`config.mk`:
```
export PLATFORM = sky130hd
export DESIGN_NAME = mdio_frame_master
export DESIGN_NICKNAME = d
export VERILOG_FILES = /design/src/rtl/mdio_master_pkg.sv /design/src/rtl/mdio_clkdiv.sv /design/src/rtl/mdio_rx_shift.sv /design/src/rtl/mdio_ctrl.sv /design/src/rtl/mdio_frame_master.sv
export SDC_FILE = /design/constraint.sdc
export NUM_CORES = 1
export LEC_CHECK = 0
export ABC_CLOCK_PERIOD_IN_PS = 2800
export BUFFER_PORTS_ARGS = -buffer_cell sky130_fd_sc_hd__buf_2
export CORE_AREA = 2 2 82 84
export DETAILED_ROUTE_END_ITERATION = 12
export DIE_AREA = 0 0 84 86
export PLACE_DENSITY = 0.85
export SLEW_MARGIN = 10
export SYNTH_ARGS = -nofsm -noshare
export SYNTH_HDL_FRONTEND = slang
export SYNTH_HIERARCHICAL = 1
export SYNTH_SLANG_ARGS = --single-unit
```
`constraint.sdc`:
```
create_clock -name clk -period 2.8 [get_ports clk]
set_input_delay 0.28 -clock clk [delete_from_list [all_inputs] [get_ports clk]]
set_output_delay 0.28 -clock clk [all_outputs]
set_load 0.02 [all_outputs]
```
`src/rtl/mdio_master_pkg.sv`:
```
package mdio_master_pkg;

    localparam int ADDR_W = 5;
    localparam int DATA_W = 16;

    typedef enum logic [2:0] {
        ST_IDLE,
        ST_PRE,
        ST_SOF,
        ST_OPC,
        ST_PHYAD,
        ST_REGAD,
        ST_TURN,
        ST_DATA
    } mdio_state_e;

endpackage

```
`src/rtl/mdio_clkdiv.sv`:
```
module mdio_clkdiv #(
    parameter int DIV = 4
) (
    input  logic clk,
    input  logic rst_n,
    input  logic load,
    input  logic run,
    output logic period_end,
    output logic rise_stb,
    output logic mdc
);
    localparam int HALF  = DIV / 2;
    localparam int CNT_W = (DIV > 2) ? $clog2(DIV) : 1;
    localparam logic [CNT_W-1:0] LAST_CNT = CNT_W'(DIV - 1);
    localparam logic [CNT_W-1:0] RISE_CNT = CNT_W'(HALF - 1);

    logic [CNT_W-1:0] cnt;

    assign period_end = run && (cnt == LAST_CNT);
    assign rise_stb   = run && (cnt == RISE_CNT);

    always_ff @(posedge clk or negedge rst_n) begin
        if (!rst_n) begin
            cnt <= '0;
            mdc <= 1'b0;
        end else if (load) begin
            cnt <= '0;
            mdc <= 1'b0;
        end else if (run) begin
            cnt <= (cnt == LAST_CNT) ? '0 : cnt + 1'b1;
            if (cnt == RISE_CNT)
                mdc <= 1'b1;
            else if (cnt == LAST_CNT)
                mdc <= 1'b0;
        end
    end

endmodule

```
`src/rtl/mdio_rx_shift.sv`:
```
module mdio_rx_shift #(
    parameter int WIDTH = 16
) (
    input  logic             clk,
    input  logic             rst_n,
    input  logic             sample_en,
    input  logic             din,
    output logic [WIDTH-1:0] word
);
    always_ff @(posedge clk or negedge rst_n) begin
        if (!rst_n)
            word <= '0;
        else if (sample_en)
            word <= {word[WIDTH-2:0], din};
    end

endmodule

```
`src/rtl/mdio_ctrl.sv`:
```
module mdio_ctrl
    import mdio_master_pkg::*;
#(
    parameter int PRE_BITS = 40
) (
    input  logic              clk,
    input  logic              rst_n,
    input  logic              start,
    input  logic              rd_req,
    input  logic [ADDR_W-1:0] phy_addr,
    input  logic [ADDR_W-1:0] reg_addr,
    input  logic [DATA_W-1:0] wr_data,
    input  logic              period_end,
    input  logic              rise_stb,
    input  logic [DATA_W-1:0] rx_word,
    output logic              load,
    output logic              busy,
    output logic              sample_en,
    output logic              done,
    output logic [DATA_W-1:0] rd_data,
    output logic              mdio_o,
    output logic              mdio_oe
);
    localparam int LONGEST = (PRE_BITS > DATA_W) ? PRE_BITS : DATA_W;
    localparam int BC_W    = $clog2(LONGEST);
    localparam int AIX_W   = $clog2(ADDR_W);
    localparam int DIX_W   = $clog2(DATA_W);
    localparam logic [AIX_W-1:0] A_TOP = AIX_W'(ADDR_W - 1);
    localparam logic [DIX_W-1:0] D_TOP = DIX_W'(DATA_W - 1);

    mdio_state_e       state, state_n;
    logic [BC_W-1:0]   bc, bc_n;
    logic              rd_q;
    logic [ADDR_W-1:0] phy_q, reg_q;
    logic [DATA_W-1:0] wd_q;
    logic [BC_W-1:0]   last_bc;
    logic              frame_end;

    // index of the final bit in each field
    always_comb begin
        unique case (state)
            ST_PRE:              last_bc = BC_W'(PRE_BITS - 1);
            ST_PHYAD, ST_REGAD:  last_bc = BC_W'(ADDR_W - 1);
            ST_DATA:             last_bc = BC_W'(DATA_W - 1);
            default:             last_bc = BC_W'(1);
        endcase
    end

    assign load      = (state == ST_IDLE) && start;
    assign busy      = (state != ST_IDLE);
    assign frame_end = (state == ST_DATA) && period_end && (bc == last_bc);
    assign sample_en = (state == ST_DATA) && rd_q && rise_stb;

    // next-state logic
    always_comb begin
        state_n = state;
        bc_n    = bc;
        if (load) begin
            state_n = ST_PRE;
            bc_n    = '0;
        end else if (busy && period_end) begin
            if (bc == last_bc) begin
                bc_n = '0;
                unique case (state)
                    ST_PRE:   state_n = ST_SOF;
                    ST_SOF:   state_n = ST_OPC;
                    ST_OPC:   state_n = ST_PHYAD;
                    ST_PHYAD: state_n = ST_REGAD;
                    ST_REGAD: state_n = ST_TURN;
                    ST_TURN:  state_n = ST_DATA;
                    ST_DATA:  state_n = ST_IDLE;
                    ST_IDLE:  state_n = ST_IDLE;
                endcase
            end else begin
                bc_n = bc + 1'b1;
            end
        end
    end

    // state register and request capture
    always_ff @(posedge clk or negedge rst_n) begin
        if (!rst_n) begin
            state   <= ST_IDLE;
            bc      <= '0;
            rd_q    <= 1'b0;
            phy_q   <= '0;
            reg_q   <= '0;
            wd_q    <= '0;
            done    <= 1'b0;
            rd_data <= '0;
        end else begin
            state <= state_n;
            bc    <= bc_n;
            done  <= frame_end;
            if (load) begin
                rd_q  <= rd_req;
                phy_q <= phy_addr;
                reg_q <= reg_addr;
                wd_q  <= wr_data;
            end
            if (frame_end && rd_q)
                rd_data <= rx_word;
        end
    end

    // line outputs for the bit in flight
    always_comb begin
        mdio_o  = 1'b0;
        mdio_oe = 1'b1;
        unique case (state)
            ST_IDLE: mdio_oe = 1'b0;
            ST_PRE:  mdio_o  = 1'b1;
            ST_SOF:  mdio_o  = (bc == BC_W'(1));
            ST_OPC:  mdio_o  = rd_q ? (bc == '0) : (bc == BC_W'(1));
            ST_PHYAD: mdio_o = phy_q[A_TOP - bc[AIX_W-1:0]];
            ST_REGAD: mdio_o = reg_q[A_TOP - bc[AIX_W-1:0]];
            ST_TURN: begin
                mdio_oe = !rd_q;
                mdio_o  = !rd_q && (bc == '0);
            end
            ST_DATA: begin
                mdio_oe = !rd_q;
                mdio_o  = !rd_q && wd_q[D_TOP - bc[DIX_W-1:0]];
            end
        endcase
    end

endmodule

```
`src/rtl/mdio_frame_master.sv`:
```
module mdio_frame_master #(
    parameter int DIV      = 4,
    parameter int PRE_BITS = 40
) (
    input  logic        clk,
    input  logic        rst_n,
    input  logic        start,
    input  logic        rd_req,
    input  logic [4:0]  phy_addr,
    input  logic [4:0]  reg_addr,
    input  logic [15:0] wr_data,
    output logic        busy,
    output logic        done,
    output logic [15:0] rd_data,
    output logic        mdc,
    output logic        mdio_o,
    output logic        mdio_oe,
    input  logic        mdio_i
);
    import mdio_master_pkg::*;

    logic              load;
    logic              period_end;
    logic              rise_stb;
    logic              sample_en;
    logic [DATA_W-1:0] rx_word;

    mdio_clkdiv #(.DIV(DIV)) u_div (
        .clk        (clk),
        .rst_n      (rst_n),
        .load       (load),
        .run        (busy),
        .period_end (period_end),
        .rise_stb   (rise_stb),
        .mdc        (mdc)
    );

    mdio_rx_shift #(.WIDTH(DATA_W)) u_rx (
        .clk       (clk),
        .rst_n     (rst_n),
        .sample_en (sample_en),
        .din       (mdio_i),
        .word      (rx_word)
    );

    mdio_ctrl #(.PRE_BITS(PRE_BITS)) u_ctrl (
        .clk        (clk),
        .rst_n      (rst_n),
        .start      (start),
        .rd_req     (rd_req),
        .phy_addr   (phy_addr),
        .reg_addr   (reg_addr),
        .wr_data    (wr_data),
        .period_end (period_end),
        .rise_stb   (rise_stb),
        .rx_word    (rx_word),
        .load       (load),
        .busy       (busy),
        .sample_en  (sample_en),
        .done       (done),
        .rd_data    (rd_data),
        .mdio_o     (mdio_o),
        .mdio_oe    (mdio_oe)
    );

endmodule

```
==> impl_metrics.json, run 1 <==
{
  "tightest_slew_ns": 0.865,
  "vias_per_cell": 5.78,
  "power.internal_w": 0.00147,
  "post-route-min-period_ns": 2.56,
  "wl_per_cell_um": 17.0,
  "worstPathMaxFanout": 11,
  "synth_edf_count": 0,
  "synth_area_leader_cell": "dfrtp_1",
  "vdd_drop_max_mv": 0.308,
  "hp-class": "primary input to asynchronous set/reset pin",
  "startpoint": "u_ctrl/state[1]",
  "nets": 356,
  "cts_root_buf": "clkbuf_8",
  "whs_ns": 0.0462,
  "worstPathArrival_ns": 2.83,
  "clk_path_buf_depth": 2,
  "r2r_start": "u_ctrl/state[1]",
  "initial_utilization": 0.561,
  "postRouteAntennaNets": 0,
  "cts_sinks": 72,
  "ys.flop_type": "dfrtp_1",
  "rsz0062_at_grt": "no",
  "core.rowCount": 29,
  "maxCapViolCount": 0,
  "routed_wl_mm": 6.75,
  "power_frac_clock": 0.426,
  "grt_max_degree": 39,
  "critPathMostFrequentCell": "inv_1",
  "synthTopCellsByArea": "dfrtp_1 (51%), mux2_2 (12%), mux2_4 (8.5%), mux4_2 (3.8%), ha_1 (3.6%)",
  "ys_warn_count": 6,
  "insertion_delay_ns": 0.35,
  "cp_top_family": "simple AND/OR/NAND/NOR gates",
  "area_growth_syn_to_layout_pct": 15.0,
  "yosysUniqueCellTypes": 42,
  "layout-drive-gt1-share": 0.466,
  "slew_headroom": 0.423,
  "end_kind": "register",
  "syn_inst": 262,
  "cp-start-kind": "register",
  "fmax_mhz": 390,
  "cp_num_buf_inv": 4,
  "crit_type": "register to register",
  "syn_nets": 303,
  "yosysSeqAreaShare": 0.512,
  "core_area_mm2": 0.00628,
  "avgSynthCellArea_um2": 13.4,
  "maxSlewViolCount": 0,
  "syn-cell-area_mm2": 0.00352,
  "hpwl_mm": 4.62,
  "htreeDepth": 3,
  "vias": 2293,
  "drc": 0,
  "setup_tns_ns": 0,
  "yosys_register_bits": 72,
  "clk_pin_slew_ns": 0.08,
  "p_switching_w": 0.000417,
  "drtIter0Drc": 163,
  "die_h_um": 86,
  "io_pins": 52,
  "fin_skew_ns": 0.0140,
  "power_frac_comb": 0.023,
  "antenna_found_initial": 0,
  "fillCellCount": 466,
  "die_w_um": 84,
  "final_common_cell": "dfrtp_1",
  "ff2ff_setup_slack_ns": 0.24,
  "final_cell_mix": "dfrtp_1 (71), buf_2 (51), mux2_2 (39)",
  "numCtsBuffers": 9,
  "critPathSlowestCell": "dfrtp_1",
  "max_stage_delay_ns": 0.47,
  "required_ns": 3.06,
  "async_reset_ff_frac": 1.00,
  "cts_tree": "built",
  "design.die.area_mm2": 0.00722,
  "grt.total_usage": 0.204,
  "grt_pass1_wl_mm": 11.5,
  "routabilityCongestion": 0.895,
  "period_share": 0.915,
  "p_seq_frac": 0.551,
  "finalSetupViolations": 0,
  "dr.pass1.iters": 4,
  "port_buffers": 51,
  "swShare": 0.221,
  "yosysTopAreaCellShare": 0.512,
  "hold_viol_final": 0,
  "power-per-cell-area_mw_per_mm2": 465,
  "status": "finished clean",
  "leakage_nw": 2.08,
  "path_cells": "inv_1 -> ha_1 -> inv_1 -> nor2_1 -> inv_1 -> and2_2 -> and2_1 -> buf_4 -> nor2_1 -> a21oi_1 -> o21ai_0",
  "num_antenna_cells": 0,
  "globalRouteOverflowTotal": 0,
  "grt_pass1_vias": 2371,
  "ctsHoldBuffers": 0
}
cells in the mapped netlist (all sizes together) (3+ instances only):
library cell and number:
dfrtp 72, mux2 59, nand2 15, buf 11, ha 10, inv 9, a21oi 8, o21ai 7
clkbuf 6, mux4 6, nor2 6, a211oi 5, and2 4, nand2b 4, nand3 4, a31oi 3
and3 3, nand3b 3, nand4 3
per-stage QoR:
step	util	power (W)	cell area (um^2)	worst slack [ns]	std cells
2_1_floorplan	-	0.00106	3520	0.165	262
3_3_place_gp	0.611	0.00110	3830	0.277	380
3_5_place_dp	0.611	0.00110	3830	0.127	380
4_1_cts	0.641	0.00190	4030	0.0628	396
5_1_grt	0.645	0.00196	4050	0.0275	397
6_report	0.645	0.00188	4050	0.237	397
final timing paths:
check,end,cells after the start
worst min-delay path,u_ctrl/wd_q[13],1
worst max register to register,u_ctrl/bc[5],11
worst min register to register,u_ctrl/rd_data[1],1
worst max-delay path,u_ctrl/bc[5],11
max in group asynchronous,u_ctrl/bc[0],2
min in group clk,u_ctrl/wd_q[0],2
per-layer routing:
| layer | part of all wire | up-vias | routed length (um) | track usage |
|---|---|---|---|---|
| met5 | 0 | - | 0 | 0 |
| met4 | 0.011 | 0 | 75 | 0.0718 |
| met3 | 0.045 | 7 | 301 | 0.0568 |
| met2 | 0.51 | 64 | 3470 | 0.341 |
| met1 | 0.43 | 1170 | 2900 | 0.259 |
| li1 | - | 1052 | - | - |
power groups by stage:
stage / registers (W) / clock network, W / logic [W]
6_report: 0.00104 / 0.000803 / 0.0000426
5_1_grt: 0.00104 / 0.000875 / 0.0000494
4_1_cts: 0.00104 / 0.000817 / 0.0000449
3_5_place_dp: 0.00106 / 0 / 0.0000446
3_3_place_gp: 0.00106 / 0 / 0.0000435
2_1_floorplan: 0.00106 / 0 / 0.000000549
registers in the layout, indices dropped and copies added (netlist names):
| register | cells |
|---|---|
| u_ctrl/wd_q | 16 |
| u_div/mdc | 1 |
| u_ctrl/done | 1 |
| u_ctrl/rd_q | 1 |
| u_ctrl/state | 3 |
| u_ctrl/rd_data | 16 |
| u_rx/word | 16 |
| u_ctrl/phy_q | 5 |
| u_ctrl/reg_q | 5 |
| u_ctrl/bc | 6 |
| u_div/cnt | 2 |
layout make-up:
| cell class | instances | area [um^2] | share of cell area |
|---|---|---|---|
| timing repair buffer | 59 | 353 | 0.0871 |
| clock inverter | 7 | 70.1 | 0.0173 |
| inverter | 9 | 33.8 | 0.00834 |
| clock buffer | 9 | 124 | 0.0306 |
| sequential | 72 | 1800 | 0.445 |
| tap | 77 | 96.3 | 0.0238 |
| multi-input combinational | 164 | 1570 | 0.388 |
what timing repair did:
action,CTS,global route
setup buffers,0,1
resized for setup,0,3
setup endpoints to repair,0,35
cells by family (layout without fill, tap and decap cells):
logic type                 Yosys count  in the layout  share of synthesized area
adders and majority gates           10             10                     0.0355
DFF                                 72             72                      0.512
and+or+nand+nor                     52             52                     0.0881
buffers and inverters               26             84                     0.0430
muxes                               65             65                      0.248
AOI/OAI and AO/OA                   36             36                     0.0707
xor gates and xnor gates             1              1                    0.00249
(Power assumes the default switching activity.)
==> run 2, diff against run 1 <==
Settings changed: CAP_MARGIN set to 20, MAX_ROUTING_LAYER set to met4.
==> impl_metrics.json, run 2 (synthesis gave the netlist of run 1 again) <==
{
  "status": "finished clean",
  "die_w_um": 84,
  "reg_top3": "u_ctrl/rd_data: 16 flops, u_ctrl/wd_q: 16 flops, u_rx/word: 16 flops",
  "antenna_found_initial": 0,
  "postRouteAntennaNets": 0,
  "htreeDepth": 3,
  "layout-drive-gt1-share": 0.464,
  "worstPathArrival_ns": 2.83,
  "clk_path_buf_depth": 2,
  "fmax_mhz": 385,
  "dp.cells": 380,
  "final_common_cell": "dfrtp_1",
  "post-route-min-period_ns": 2.60,
  "clk_pin_slew_ns": 0.08,
  "maxSlewViolCount": 0,
  "rsz0062_at_grt": "no",
  "cts_root_buf": "clkbuf_8",
  "final_util": 0.645,
  "cts_tree": "built",
  "hpwl_mm": 4.53,
  "hp-class": "primary input to asynchronous set/reset pin",
  "period_share": 0.928,
  "initial_utilization": 0.561,
  "io_pins": 52,
  "maxCapViolCount": 0,
  "fin_area_mm2": 0.00405,
  "pre_cts_ws_ns": 0.144,
  "port_buffers": 51,
  "drc": 0,
  "slew_headroom": 0.420,
  "final_cell_mix": "dfrtp_1 (71), buf_2 (51), mux2_2 (39)",
  "cp-start-kind": "register",
  "grt_pass1_wl_mm": 11.3,
  "grt_max_degree": 39,
  "required_ns": 3.03,
  "tightest_slew_ns": 0.871,
  "vias": 2210,
  "finalSetupViolations": 0,
  "vias_per_cell": 5.58,
  "leakage_nw": 2.09,
  "globalRouteOverflowTotal": 0,
  "end_kind": "register",
  "setup_slack_ns": 0.202,
  "nets": 355,
  "area_growth_syn_to_layout_pct": 15.1,
  "dr.pass1.iters": 4,
  "num_antenna_cells": 0,
  "drtIter0Drc": 212,
  "grt_pass1_vias": 2255,
  "crit_type": "register to register",
  "wl_per_cell_um": 16.6,
  "dpl_cell_area_mm2": 0.00382,
  "cts_sinks": 72,
  "design.die.area_mm2": 0.00722,
  "hold_viol_final": 0,
  "setup_tns_ns": 0,
  "worstPathMaxFanout": 16,
  "ctsHoldBuffers": 0,
  "power-per-cell-area_mw_per_mm2": 495,
  "routabilityCongestion": 0.902,
  "vdd_drop_max_mv": 0.420,
  "core_area_mm2": 0.00628,
  "fin_skew_ns": 0.00938,
  "die_h_um": 86,
  "grt.total_usage": 0.208,
  "cts_setup_buffers": 0,
  "routed_wl_mm": 6.57,
  "core.rowCount": 29,
  "fin_cells": 396,
  "insertion_delay_ns": 0.34,
  "numCtsBuffers": 9
}
[run 2: worst max-delay path, stage by stage (launching register included)]
cell and delay [ns]:
dfrtp_1 0.47, inv_1 0.18, ha_1 0.31, nand2b_1 0.13
a21oi_1 0.16, a221oi_1 0.08, nor4_4 0.33, nand4_4 0.39
mux2_4 0.43
[run 2: layer usage]
metal	vias to the layer above	GRT usage	share of wire
met5	-	-	0
met4	0	0.0894	0.020
met3	16	0.0500	0.042
met2	49	0.310	0.47
met1	1089	0.276	0.47
li1	1056	-	-
[run 2: what timing repair did]
action                                  CTS  global route
endpoints found under the hold margin     0             0
endpoints found under the setup margin    0            20
resized for setup                         0             3
[run 2: path summary, 6_finish.rpt]
path,slack [ns],cells past startpoint,startpoint,to
setup reg to reg,0.20,8,u_ctrl/state[1],u_ctrl/rd_data[6]
hold reg to reg,0.51,1,u_ctrl/rd_data[10],u_ctrl/rd_data[10]
hold / removal,0.05,1,rst_n,u_ctrl/wd_q[15]
setup / recovery,0.20,8,u_ctrl/state[1],u_ctrl/rd_data[6]
min in group clk,0.16,2,wr_data[12],u_ctrl/wd_q[12]
max in group asynchronous,2.07,2,rst_n,u_ctrl/bc[0]
[run 2: area by class of cell]
class	instances	area, um^2
fill	471	2230
sequential	72	1800
multi-input combinational	164	1570
timing repair buffer	58	320
clock buffer	10	138
tap	77	96.3
clock inverter	6	90.1
inverter	9	33.8
[run 2: metrics by stage]
stage	hold slack (ns)	power, W
3_3_place_gp	0.442	0.00110
5_1_grt	0.108	0.00209
4_1_cts	0.0713	0.00203
3_5_place_dp	0.451	0.00110
2_1_floorplan	-0.0156	0.00106
6_report	0.0498	0.00201
[run 2: report_power, final]
part | internal, W | total, W | switching (W)
clock network | 0.000529 | 0.000925 | 0.000396
registers | 0.00104 | 0.00104 | 0
logic | 0.0000177 | 0.0000433 | 0.0000255
total | 0.00159 | 0.00201 | 0.000421
==> run 3, diff against run 2 <==
Settings changed: ABC_CLOCK_PERIOD_IN_PS 2800 to 2720.
Clock period 2.8 ns to 2.72 ns, I/O delays scaled along.
==> impl_metrics.json, run 3 (synthesis gave the netlist of run 1 again) <==
{
  "path_cells": "inv_1 -> ha_2 -> mux4_2 -> a22o_1 -> a21oi_1 -> o21ai_0 -> buf_2",
  "core.rowCount": 29,
  "maxSlewViolCount": 0,
  "status": "finished clean",
  "io_pins": 52,
  "fmax_mhz": 385,
  "htreeDepth": 3,
  "die_w_um": 84,
  "reg_top3": "u_ctrl/rd_data: 16 flops, u_ctrl/wd_q: 16 flops, u_rx/word: 16 flops",
  "numCtsBuffers": 9,
  "worstPathMaxFanout": 6,
  "drc": 0,
  "vias": 2254,
  "grt_max_degree": 73,
  "tightest_slew_ns": 0.879,
  "clk_pin_slew_ns": 0.07,
  "nets": 357,
  "final_common_cell": "dfrtp_1",
  "critPathSlowestCell": "dfrtp_1",
  "area_growth_syn_to_layout_pct": 14.9,
  "vdd_drop_max_mv": 0.350,
  "hpwl_mm": 4.76,
  "num_antenna_cells": 0,
  "postRouteAntennaNets": 0,
  "power.total_w": 0.00200,
  "vias_per_cell": 5.66,
  "leakage_nw": 2.09,
  "post-route-min-period_ns": 2.60,
  "routabilityCongestion": 0.915,
  "cts_root_buf": "clkbuf_8",
  "cts_tree": "built",
  "worstPathArrival_ns": 2.33,
  "period_share": 0.955,
  "core_area_mm2": 0.00628,
  "dpl_cell_area_mm2": 0.00382,
  "final_cell_mix": "dfrtp_1 (71), buf_2 (51), mux2_2 (39)",
  "ff2ff_setup_slack_ns": 0.22,
  "fillCellCount": 469,
  "end_kind": "output pin",
  "wl_per_cell_um": 17.1,
  "cp_top_family": "compound AO/OA/AOI/OAI gates",
  "setup_tns_ns": 0,
  "grt_pass1_vias": 2360,
  "clk_path_buf_depth": 2,
  "antenna_found_initial": 0,
  "hp-class": "primary input to asynchronous set/reset pin",
  "insertion_delay_ns": 0.35,
  "rsz0062_at_grt": "no",
  "finalSetupViolations": 0,
  "port_buffers": 51,
  "die_h_um": 86,
  "cp_num_buf_inv": 2,
  "slew_headroom": 0.414,
  "drtIter0Drc": 213,
  "cts_sinks": 72,
  "max_stage_delay_ns": 0.47,
  "hold_viol_final": 0,
  "globalRouteOverflowTotal": 0,
  "cp-start-kind": "register",
  "fin_area_mm2": 0.00405,
  "initial_utilization": 0.561,
  "cts_setup_buffers": 0,
  "layout-drive-gt1-share": 0.470,
  "final_util": 0.644,
  "fin_skew_ns": 0.00564,
  "required_ns": 2.45,
  "grt.total_usage": 0.214,
  "setup_slack_ns": 0.123,
  "dr.pass1.iters": 4,
  "maxCapViolCount": 0,
  "crit_type": "register to output pin",
  "design.die.area_mm2": 0.00722,
  "pre_cts_ws_ns": 0.129,
  "ctsHoldBuffers": 0,
  "power-per-cell-area_mw_per_mm2": 495,
  "routed_wl_mm": 6.79,
  "grt_pass1_wl_mm": 11.4
}
run 3: area by class of cell:
class	count	area, um^2	area share
Clock buffer	12	165	0.0408
Clock inverter	4	51.3	0.0127
Inverter	9	33.8	0.00835
Tap cell	77	96.3	0.0238
Multi-Input combinational cell	164	1570	0.389
Timing Repair Buffer	60	323	0.0798
Sequential cell	72	1800	0.446
run 3: worst register-to-register path, delay by kind of cell, from the launching register on:
kind | cells | cell delay [ns]
and+or+nand+nor | 5 | 1.23
adders and majority gates | 1 | 0.26
DFF | 1 | 0.42
AOI/OAI and AO/OA | 1 | 0.13
buffers and inverters | 3 | 0.40
run 3: layer usage:
layer	global-route usage	share of wire	wire, um	vias to the layer above
met4	0.101	0.022	150	0
met1	0.269	0.43	2940	1123
li1	-	-	-	1051
met3	0.0491	0.055	376	13
met5	-	0	0	-
met2	0.331	0.49	3330	67
run 3: power by group:
group / switching (W) / internal [W] / leakage, nW
logic: 0.0000252 / 0.0000162 / 0.982
clock network: 0.000393 / 0.000498 / 0.109
registers: 0 / 0.00107 / 0.995
run 3: final timing paths:
kind	startpoint	end	cells past startpoint
max	u_ctrl/bc[1]	mdio_o	7
min	rst_n	u_ctrl/wd_q[5]	2
max reg2reg	u_ctrl/state[0]	u_ctrl/bc[4]	10
min reg2reg	u_ctrl/reg_q[3]	u_ctrl/reg_q[3]	1
max in group asynchronous	rst_n	u_ctrl/bc[0]	2
min in group clk	wr_data[2]	u_ctrl/wd_q[2]	2
run 3: through the flow:
stage / hold WS [ns] / cells
global placement: 0.485 / 382
finish: 0.121 / 398
global route: 0.145 / 398
floorplan: -0.0236 / 262
detailed placement: 0.489 / 382
CTS: 0.136 / 398
run 3: repair_timing:
| item | in CTS | in global routing |
|---|---|---|
| gates resized for setup | 1 | 3 |
| gates cloned | 0 | 0 |
| hold endpoints to repair | 0 | 0 |
| setup endpoints to repair | 1 | 10 |
